File: config.mk
export PLATFORM = sky130hd
export DESIGN_NAME = dvi_frame_seq
export DESIGN_NICKNAME = d
export VERILOG_FILES = /design/src/rtl/dvi_seq_pkg.sv /design/src/rtl/dvi_hcount.sv /design/src/rtl/dvi_vcount.sv /design/src/rtl/dvi_ctl_enc.sv /design/src/rtl/dvi_frame_seq.sv
export SDC_FILE = /design/constraint.sdc
export NUM_CORES = 1
export LEC_CHECK = 0
export BUFFER_PORTS_ARGS = -buffer_cell sky130_fd_sc_hd__buf_2
export CORE_MARGIN = 4
export CORE_UTILIZATION = 53
export CTS_BUF_LIST = sky130_fd_sc_hd__clkbuf_16
export DETAILED_ROUTE_END_ITERATION = 6
export PLACE_DENSITY = 0.76
export SYNTH_ARGS = -nofsm -noshare
export SYNTH_HDL_FRONTEND = slang
export SYNTH_SLANG_ARGS = --single-unit
File: constraint.sdc
create_clock -name clk -period 3.4 [get_ports clk]
set_input_delay 0.85 -clock clk [delete_from_list [all_inputs] [get_ports clk]]
set_output_delay 0.85 -clock clk [all_outputs]
set_load 0.01 [all_outputs]
File: src/rtl/dvi_seq_pkg.sv
`timescale 1ns/1ps
package dvi_seq_pkg;

  // Horizontal region of the current clock
  typedef enum logic [1:0] {
    HZ_FRONT  = 2'd0,
    HZ_SYNC   = 2'd1,
    HZ_BACK   = 2'd2,
    HZ_ACTIVE = 2'd3
  } hzone_t;

  // Vertical region of the current line
  typedef enum logic [1:0] {
    VZ_TOP    = 2'd0,
    VZ_ACTIVE = 2'd1,
    VZ_BOTTOM = 2'd2,
    VZ_SYNC   = 2'd3
  } vzone_t;

  // Lane control code values
  localparam logic [1:0] CTL_IDLE     = 2'b00;
  localparam logic [1:0] CTL_PREAMBLE = 2'b01;

endpackage

File: src/rtl/dvi_hcount.sv
`timescale 1ns/1ps
module dvi_hcount
  import dvi_seq_pkg::*;
#(
  parameter int H_FP   = 16,
  parameter int H_SYNC = 96,
  parameter int H_BP   = 48,
  parameter int H_ACT  = 640,
  localparam int H_TOTAL = H_FP + H_SYNC + H_BP + H_ACT,
  localparam int HW      = $clog2(H_TOTAL),
  localparam int CW      = (H_ACT > 1) ? $clog2(H_ACT) : 1
) (
  input  logic          clk,
  input  logic          rst_n,
  input  logic          en,
  output hzone_t        zone,
  output logic          line_end,
  output logic [CW-1:0] hcol
);

  localparam logic [HW-1:0] SYNC_BEG = HW'(H_FP);
  localparam logic [HW-1:0] BACK_BEG = HW'(H_FP + H_SYNC);
  localparam logic [HW-1:0] ACT_BEG  = HW'(H_FP + H_SYNC + H_BP);
  localparam logic [HW-1:0] LAST     = HW'(H_TOTAL - 1);

  logic [HW-1:0] h_cnt;
  logic [HW-1:0] h_nxt;
  logic [HW-1:0] h_off;

  // next-state
  always_comb begin
    h_nxt = h_cnt;
    if (en) begin
      if (h_cnt == LAST) h_nxt = '0;
      else               h_nxt = h_cnt + 1'b1;
    end
  end

  // register
  always_ff @(posedge clk or negedge rst_n) begin
    if (!rst_n) h_cnt <= '0;
    else        h_cnt <= h_nxt;
  end

  // region decode
  always_comb begin
    if (h_cnt >= ACT_BEG)       zone = HZ_ACTIVE;
    else if (h_cnt >= BACK_BEG) zone = HZ_BACK;
    else if (h_cnt >= SYNC_BEG) zone = HZ_SYNC;
    else                        zone = HZ_FRONT;
  end

  assign line_end = en && (h_cnt == LAST);
  assign h_off    = h_cnt - ACT_BEG;
  assign hcol     = (zone == HZ_ACTIVE) ? h_off[CW-1:0] : '0;

  // line wraps back to its first front-porch clock
  a_r1_line_wrap: assert property (@(posedge clk) disable iff (!rst_n)
    (en && h_cnt == LAST) |=> (h_cnt == '0));

  // region order, sync follows front porch directly
  a_r1_sync_after_front: assert property (@(posedge clk) disable iff (!rst_n)
    (en && $past(en) && zone == HZ_SYNC && $past(zone) != HZ_SYNC) |-> ($past(zone) == HZ_FRONT));

endmodule

File: src/rtl/dvi_vcount.sv
`timescale 1ns/1ps
module dvi_vcount
  import dvi_seq_pkg::*;
#(
  parameter int V_TOP  = 25,
  parameter int V_ACT  = 480,
  parameter int V_BOT  = 18,
  parameter int V_SYNC = 2,
  localparam int V_TOTAL = V_TOP + V_ACT + V_BOT + V_SYNC,
  localparam int VW      = $clog2(V_TOTAL),
  localparam int RW      = (V_ACT > 1) ? $clog2(V_ACT) : 1
) (
  input  logic          clk,
  input  logic          rst_n,
  input  logic          adv,
  output vzone_t        zone,
  output logic [RW-1:0] vrow
);

  localparam logic [VW-1:0] ACT_BEG  = VW'(V_TOP);
  localparam logic [VW-1:0] BOT_BEG  = VW'(V_TOP + V_ACT);
  localparam logic [VW-1:0] SYNC_BEG = VW'(V_TOP + V_ACT + V_BOT);
  localparam logic [VW-1:0] LAST     = VW'(V_TOTAL - 1);

  logic [VW-1:0] v_cnt;
  logic [VW-1:0] v_nxt;
  logic [VW-1:0] v_off;

  // next-state: advances only on the last clock of a line
  always_comb begin
    v_nxt = v_cnt;
    if (adv) begin
      if (v_cnt == LAST) v_nxt = '0;
      else               v_nxt = v_cnt + 1'b1;
    end
  end

  // register
  always_ff @(posedge clk or negedge rst_n) begin
    if (!rst_n) v_cnt <= '0;
    else        v_cnt <= v_nxt;
  end

  // region decode
  always_comb begin
    if (v_cnt >= SYNC_BEG)     zone = VZ_SYNC;
    else if (v_cnt >= BOT_BEG) zone = VZ_BOTTOM;
    else if (v_cnt >= ACT_BEG) zone = VZ_ACTIVE;
    else                       zone = VZ_TOP;
  end

  assign v_off = v_cnt - ACT_BEG;
  assign vrow  = (zone == VZ_ACTIVE) ? v_off[RW-1:0] : '0;

  // line index stays put within a line
  a_r2_hold_midline: assert property (@(posedge clk) disable iff (!rst_n)
    !adv |=> $stable(v_cnt));

  // frame restarts at the first upper blanking line
  a_r2_frame_wrap: assert property (@(posedge clk) disable iff (!rst_n)
    (adv && v_cnt == LAST) |=> (zone == VZ_TOP && v_cnt == '0));

endmodule

File: src/rtl/dvi_ctl_enc.sv
`timescale 1ns/1ps
module dvi_ctl_enc
  import dvi_seq_pkg::*;
(
  input  logic       clk,
  input  logic       rst_n,
  input  hzone_t     hz,
  input  vzone_t     vz,
  input  logic       island_req,
  output logic       de,
  output logic [1:0] ctl_blue,
  output logic [1:0] ctl_green,
  output logic [1:0] ctl_red
);

  logic hs;
  logic vs;
  logic pre;

  always_comb begin
    de  = (hz == HZ_ACTIVE) && (vz == VZ_ACTIVE);
    hs  = (hz == HZ_SYNC);
    vs  = (vz == VZ_SYNC);
    pre = island_req && !de;
    ctl_blue  = {vs, hs};
    ctl_green = pre ? CTL_PREAMBLE : CTL_IDLE;
    ctl_red   = pre ? CTL_PREAMBLE : CTL_IDLE;
  end

  // request has no effect on visible pixels
  a_r6_rg_idle_in_active: assert property (@(posedge clk) disable iff (!rst_n)
    de |-> (ctl_red == CTL_IDLE && ctl_green == CTL_IDLE));

  // no sync code while pixels are visible
  a_r4_blue_quiet_in_active: assert property (@(posedge clk) disable iff (!rst_n)
    de |-> (ctl_blue == 2'b00));

endmodule

File: src/rtl/dvi_frame_seq.sv
`timescale 1ns/1ps
module dvi_frame_seq
  import dvi_seq_pkg::*;
#(
  parameter int H_FP   = 16,
  parameter int H_SYNC = 96,
  parameter int H_BP   = 48,
  parameter int H_ACT  = 640,
  parameter int V_TOP  = 25,
  parameter int V_ACT  = 480,
  parameter int V_BOT  = 18,
  parameter int V_SYNC = 2,
  localparam int CW = (H_ACT > 1) ? $clog2(H_ACT) : 1,
  localparam int RW = (V_ACT > 1) ? $clog2(V_ACT) : 1
) (
  input  logic          clk,
  input  logic          rst_n,
  input  logic          island_req,
  output logic          de,
  output logic [CW-1:0] col,
  output logic [RW-1:0] row,
  output logic [1:0]    ctl_blue,
  output logic [1:0]    ctl_green,
  output logic [1:0]    ctl_red,
  output logic          sof
);

  hzone_t        hz;
  vzone_t        vz;
  logic          line_end;
  logic [CW-1:0] hcol;
  logic [RW-1:0] vrow;
  logic          pix_en;

  // pixel clock enable, written out: the raster advances every clock
  assign pix_en = 1'b1;

  dvi_hcount #(
    .H_FP(H_FP), .H_SYNC(H_SYNC), .H_BP(H_BP), .H_ACT(H_ACT)
  ) u_hcount (
    .clk(clk), .rst_n(rst_n), .en(pix_en),
    .zone(hz), .line_end(line_end), .hcol(hcol)
  );

  dvi_vcount #(
    .V_TOP(V_TOP), .V_ACT(V_ACT), .V_BOT(V_BOT), .V_SYNC(V_SYNC)
  ) u_vcount (
    .clk(clk), .rst_n(rst_n), .adv(line_end),
    .zone(vz), .vrow(vrow)
  );

  dvi_ctl_enc u_ctl (
    .clk(clk), .rst_n(rst_n), .hz(hz), .vz(vz), .island_req(island_req),
    .de(de), .ctl_blue(ctl_blue), .ctl_green(ctl_green), .ctl_red(ctl_red)
  );

  assign col = de ? hcol : '0;
  assign row = de ? vrow : '0;
  assign sof = de && (hcol == '0) && (vrow == '0);

  // strobe lasts one clock
  a_r8_sof_one_clock: assert property (@(posedge clk) disable iff (!rst_n)
    sof |=> !sof);

  // column steps by one along a visible run
  a_r3_col_step: assert property (@(posedge clk) disable iff (!rst_n)
    (de && $past(de)) |-> (col == $past(col) + 1'b1));

  // position reads zero outside the visible area
  a_r3_pos_zero_blank: assert property (@(posedge clk) disable iff (!rst_n)
    !de |-> (col == '0 && row == '0));

  // strobe only with the visible flag
  a_r8_sof_with_de: assert property (@(posedge clk) disable iff (!rst_n)
    sof |-> de);

endmodule

==> metrics.txt, run 1 <==
Fmax 312 MHz; Syn Area/Cell roughly 8.1 sq um; num rows 19; crit path DAT 2.35 ns; Top Family by Delay on Critical Path compound AO/OA/AOI/OAI gates; Max Cap Viol 0; slowest CP cell dfrtp_1; post-route design area 1790 sq um; post-route ant nets 0; largest net degree at the start of global routing 21; setup slack after layout 0.199 ns; via count of the first global-routing pass 1,382; worst-margin pin slew 0.735 ns; Pins Over Slew Limit 0; Final Hold Viols 0; Slew headroom 0.510; status finished, final reports clean; Critical Path Fanout Max 11; RSZ-0062 raised after global routing false; fin crit period 3.20 ns; Post-CTS Setup Inserts 0; total power 489 uW; vias post-DR 1,434; post-cts resize count 0; CTS tree done; Synthesis Warnings 0; Critical Setup Path Class reg -> out; Port Buf Inserts 27; core footprint 2850 sq um; Num Clock Sinks 20; leak pwr 0.882 nW; synthesized netlist cell count ~200; CTS Buffer Depth 2; die span in y roughly 64 microns; Overflow after GRT 0; crit path capture type primary output; Skew-Pair Late Insertion Delay around 0.25 ns; hold-fix buffers at CTS 0; I/O Pins 30; Critical Path, Cell by Cell inv_1 -> ha_1 -> nand2b_1 -> o211a_1 -> o221ai_2 -> buf_4 -> nor2_1 -> buf_2; Cell Pwr Density approximately 270 nW/um^2; Final TNS setup 0 ns; share of post-route cells with drive strength above 1 0.186; DP Area 1720 sq um; pre-CTS WS 0.497 ns; drt first pass iters 4; post-synthesis sequential area ratio 0.304; clock-pin slew on the worst setup and hold paths around 0.050 ns; first-pass GRT wire length 6.40 mm; Crit path required time around 2.6 ns; Via density ~5.8; final routed DRC violation total 0; Seq cells post-synth 20; Setup violations, final 0; final clock skew 0.00139 ns; Max IR drop VDD between 0.15 and 0.2 mV; CTS root buffer clkbuf_16; Die W 63.8 microns; Avg WL per Cell 14.9 microns; Post-Route WL between 3 and 4 mm; Cell variety after synth 48; Mapped Area roughly 1600 sq um; WP buf/inv 3; fin crit share 0.942; Setup crit start kind flip-flop; Filler cells 261; Worst Hold Class in -> async; DR iter-0 viols 96; Max stage delay on crit path 0.44 ns; Synth-to-Final Area Change 8.73%; GRT Overall Usage 0.195; H-tree levels 1; Starting Density 0.578; ANT cells 0; initial antenna violation count 0; GPL Wtd Cong 0.801; dpl hpwl 2.65 mm; Final #Nets 228; die area 4070 sq um; TritonCTS buffer count 3
-- area by class of cell --
cell class              instances  area, sq um  area share
clock buffers                   3         75.1      0.0419
flip-flops and latches         20          500       0.279
repair buffers                 30          158      0.0880
multi-input cells             150          975       0.544
well taps                      31         38.8      0.0216
inverters                      12         45.0      0.0251
-- layer usage --
metal,global-route usage,up-vias,share of wire
met1,0.269,674,0.48
met3,0.0228,5,0.045
met4,0.0674,0,0.013
met2,0.318,45,0.46
met5,0,-,0
li1,-,710,-
-- through the flow --
| step | utilization | cells | hold slack (ns) |
|---|---|---|---|
| 2_1_floorplan | - | 205 | 0.486 |
| 5_1_grt | 0.628 | 246 | 0.578 |
| 4_1_cts | 0.628 | 246 | 0.541 |
| 6_report | 0.628 | 246 | 0.548 |
| 3_5_place_dp | 0.602 | 243 | 0.530 |
| 3_3_place_gp | 0.602 | 243 | 0.525 |
-- synth_stat cells, drive strengths merged --
library cell  count  share of area
a2111o            1         0.0068
a2bb2oi           1         0.0053
o21ba             1         0.0061
nand3b            1         0.0046
xor2              2          0.011
xnor2            16          0.085
a21boi            3          0.014
nor4bb            1         0.0061
a22o              1         0.0053
nor4b             1         0.0053
ha                8          0.061
conb              1         0.0023
o311ai            1         0.0053
or3               2         0.0076
nand4             5          0.019
buf              19          0.071
dfrtp            20           0.30
nand2b            1         0.0038
o221ai            1         0.0091
and3              2         0.0076
nand3            11          0.033
mux2              2          0.016
o2111a            1         0.0068
and2              2         0.0076
or4               1         0.0068
o21ai             8          0.024
mux2i             1         0.0061
and4b             1         0.0061
nand2            13          0.030
and4              3          0.017
a21oi             6          0.018
nor2b             4          0.015
nor3              8          0.031
nor2             30          0.068
o211a             1         0.0061
clkbuf            4         0.0091
nor3b             2         0.0091
nor4              3          0.011
o31ai             1         0.0046
a31oi             2         0.0076
inv              12          0.027
-- final timing paths --
| kind | start | to | slack, ns | cells past startpoint |
|---|---|---|---|---|
| max in group asynchronous | rst_n | u_vcount.v_cnt[5] | 2.52 | 1 |
| setup / recovery | u_vcount.v_cnt[1] | row[1] | 0.20 | 8 |
| setup reg to reg | u_hcount.h_cnt[0] | u_vcount.v_cnt[2] | 1.17 | 5 |
| hold / removal | rst_n | u_hcount.h_cnt[2] | 0.55 | 1 |
| min in group clk | u_hcount.h_cnt[0] | u_hcount.h_cnt[0] | 0.55 | 1 |
| hold reg to reg | u_hcount.h_cnt[0] | u_hcount.h_cnt[0] | 0.55 | 1 |
-- worst register-to-register path, stage by stage, from the launching register on --
cell and delay [ns]:
dfrtp_1 0.43, ha_1 0.23, and4_1 0.27, and4_1 0.70, o21ai_0 0.21, a22o_1 0.28
-- state kept, by name, indices dropped and copies added (netlist names) --
name,cells
u_vcount.v_cnt,10
u_hcount.h_cnt,10
-- kinds of logic (layout without fill, tap and decap cells) --
kind of cell | Yosys count | in the layout | synth area share
compound gates | 28 | 28 | 0.119
xor+xnor | 18 | 18 | 0.0957
fa+ha+maj | 8 | 8 | 0.0607
buf+inv | 35 | 45 | 0.107
flops | 20 | 20 | 0.304
mux | 3 | 3 | 0.0220
other cells | 1 | 2 | 0.00228
simple gates | 91 | 91 | 0.289
-- cells in the final DEF, fill, tap and decap left out, types with 2 or more instances in the layout --
master / count
a21boi_0: 3
a21oi_1: 6
a31oi_1: 2
and2_1: 2
and3_1: 2
and4_1: 2
buf_2: 27
buf_4: 3
clkbuf_16: 3
conb_1: 2
dfrtp_1: 20
ha_1: 8
inv_1: 11
nand2_1: 13
nand3_1: 11
nand4_1: 5
nor2_1: 30
nor2b_1: 4
nor3_1: 7
nor3b_1: 2
nor4_1: 3
o21ai_0: 7
or3_1: 2
xnor2_1: 16
xor2_1: 2
-- report_power, final --
part	leakage, nW	total (mW)	internal, mW	switching [mW]
combinational	0.580	0.00923	0.00190	0.00733
sequential	0.265	0.238	0.238	0
clock	0.0370	0.242	0.155	0.0864
Power figures use the tool's default switching activity.
==> run 2: changes to the inputs <==
--- a/config.mk
+++ b/config.mk
@@ -5,12 +5,15 @@
 export SDC_FILE = /design/constraint.sdc
 export NUM_CORES = 1
 export LEC_CHECK = 0
+export ABC_CLOCK_PERIOD_IN_PS = 3400
 export BUFFER_PORTS_ARGS = -buffer_cell sky130_fd_sc_hd__buf_2
+export CORE_ASPECT_RATIO = 1.1
 export CORE_MARGIN = 4
 export CORE_UTILIZATION = 53
 export CTS_BUF_LIST = sky130_fd_sc_hd__clkbuf_16
 export DETAILED_ROUTE_END_ITERATION = 6
 export PLACE_DENSITY = 0.76
+export SLEW_MARGIN = 10
 export SYNTH_ARGS = -nofsm -noshare
 export SYNTH_HDL_FRONTEND = slang
 export SYNTH_SLANG_ARGS = --single-unit
==> run 2 against run 1 <==
Effect of this change: power increased by 0.66%; first-iteration DRC count is 23% lower; flip-flop and latch count stayed put; final cell count is 1.2% higher; worst hold slack lost 0.0033 ns; combinational power down 3.1%; core utilization is 0.063 points higher; die area is essentially flat; sequential share of layout area down 0.27 points; fmax grew 2.4%; clock-buffer cell count stayed put; critical endpoint is now col[5].
==> metrics.txt, run 2 (synthesized netlist as in run 1, its figures left out) <==
CP startpoint u_vcount.v_cnt[1]; largest net degree at the start of global routing 21 (unchanged); TritonCTS buffer count 3 (unchanged); GPL Wtd Cong 0.829 (+3.4%); Num Clock Sinks 20 (unchanged); Max stage delay on crit path 0.45 ns (about the same); post-route ant nets 0 (unchanged); vias post-DR 1,434 (unchanged); Cell Pwr Density 272 nW/um^2 (-0.31%); core footprint 2880 sq um (+0.88%); GRT Overall Usage 0.194 (-0.00119); Post-Route WL 3.61 mm (-1.7%); num rows 20 (+1); Final TNS setup 0 ns (unchanged); Setup violations, final 0 (unchanged); DP Area 1720 sq um (+0.15%); Die W 61.2 microns (-4.1%); die span in y 66.5 microns (+4.3%); slowest CP cell dfrtp_1; clock-pin slew on the worst setup and hold paths 0.06 ns (about the same); Critical Path Fanout Max 11 (unchanged); share of post-route cells with drive strength above 1 0.185 (-0.000861); Pins Over Slew Limit 0 (unchanged); largest registers u_hcount.h_cnt: 10 flops, u_vcount.v_cnt: 10 flops; Skew-Pair Late Insertion Delay 0.25 ns (about the same); CTS tree done; Overflow after GRT 0 (unchanged); Worst Hold Class in -> async; leak pwr 0.885 nW (+0.39%); Final #Nets 228 (unchanged); setup slack after layout 0.275 ns (+0.0763 ns); total power 492 uW (+0.66%); DR iter-0 viols 74 (-23%); H-tree levels 1 (unchanged); fin crit share 0.919 (-0.0225); first-pass GRT wire length 6.00 mm (-6.4%); Fmax 320 MHz (+2.4%); Post-CTS Setup Inserts 0 (unchanged); CTS Buffer Depth 2 (unchanged); Max Cap Viol 0 (unchanged); status finished, final reports clean; post-route design area 1810 sq um (+0.98%); Critical Setup Path Class reg -> out; Filler cells 238 (-8.8%); dpl hpwl 2.63 mm (-0.69%); drt first pass iters 4 (unchanged); pre-CTS WS 0.476 ns (-0.0209 ns); Max IR drop VDD 0.247 mV (+64%); post-cts resize count 0 (unchanged); RSZ-0062 raised after global routing false; final clock skew 0.00247 ns (+0.00108 ns); crit path capture type primary output; initial antenna violation count 0 (unchanged); commonest cells after routing, fill and taps aside nor2_1 (30), buf_2 (27), dfrtp_1 (20), xnor2_1 (16), nand2_1 (13); Avg WL per Cell 14.5 microns (-2.9%); Crit path required time 2.55 ns (about the same); fin crit period 3.13 ns (-0.0763 ns); via count of the first global-routing pass 1,317 (-4.7%); Synth-to-Final Area Change 9.80%; Port Buf Inserts 27 (unchanged); Final Hold Viols 0 (unchanged); ANT cells 0 (unchanged); commonest non-fill, non-tap cell in the layout nor2_1; Starting Density 0.573 (-0.00502); CTS root buffer clkbuf_16; I/O Pins 30 (unchanged); worst-margin pin slew 0.732 ns (-0.00298 ns); Slew headroom 0.512 (+0.00198); Via density 5.76 (-1.2%); hold-fix buffers at CTS 0 (unchanged); Worst R2R Start u_hcount.h_cnt[0]; Setup crit start kind flip-flop; crit path DAT 2.28 ns (-0.07 ns); Critical Path, Cell by Cell inv_1 -> ha_1 -> nand2b_1 -> o21ai_1 -> o221ai_4 -> buf_4 -> nor2_1 -> buf_2; final routed DRC violation total 0 (unchanged); die area 4070 sq um (about the same)
==> run 2: cell types whose count changed in the layout (fill, tap and decap cells not counted), sizes merged <==
cell,change
clkinv,+1
==> run 2: per-stage QoR <==
stage          hold WS [ns]  cells  utilization
6_report              0.545    249        0.629
5_1_grt               0.584    249        0.629
4_1_cts               0.549    249        0.625
3_5_place_dp          0.539    245        0.597
3_3_place_gp          0.532    245        0.597
2_1_floorplan         0.486    205            -
==> run 2: worst paths after layout <==
kind	to	slack (ns)	cells after the start
max	col[5]	0.27	8
min	u_hcount.h_cnt[3]	0.54	1
max reg2reg	u_vcount.v_cnt[2]	1.14	5
min reg2reg	u_hcount.h_cnt[0]	0.55	1
max in group asynchronous	u_vcount.v_cnt[6]	2.53	1
min in group clk	u_hcount.h_cnt[0]	0.55	1
==> run 2: metal layers <==
layer  wire [microns]  part of all wire  track usage  vias up
met1             1700              0.47        0.267      685
met3              203             0.056       0.0291        5
met4               44             0.012       0.0569        0
li1                 -                 -            -      705
met5                0                 0            0        -
met2             1670              0.46        0.308       39
==> run 2: cell type report <==
class | instances | area [sq um] | area share
multi-input combinational | 150 | 986 | 0.545
inverter | 12 | 45.0 | 0.0249
sequential | 20 | 500 | 0.277
clock buffer | 3 | 75.1 | 0.0415
clock inverter | 1 | 3.75 | 0.00207
timing repair buffer | 30 | 158 | 0.0871
tap | 33 | 41.3 | 0.0228
==> run 2: where the power goes <==
group	total (mW)	leakage, nW	internal, mW	switching, mW
combinational	0.00894	0.582	0.00190	0.00704
sequential	0.238	0.265	0.238	0
clock	0.245	0.0385	0.157	0.0883
==> run 2: critical path: cells and delay by family, from the launching register on <==
kind | cells | cell delay, ns
compound gates | 2 | 0.54
buf+inv | 3 | 0.53
simple gates | 2 | 0.29
flops | 1 | 0.45
fa+ha+maj | 1 | 0.22
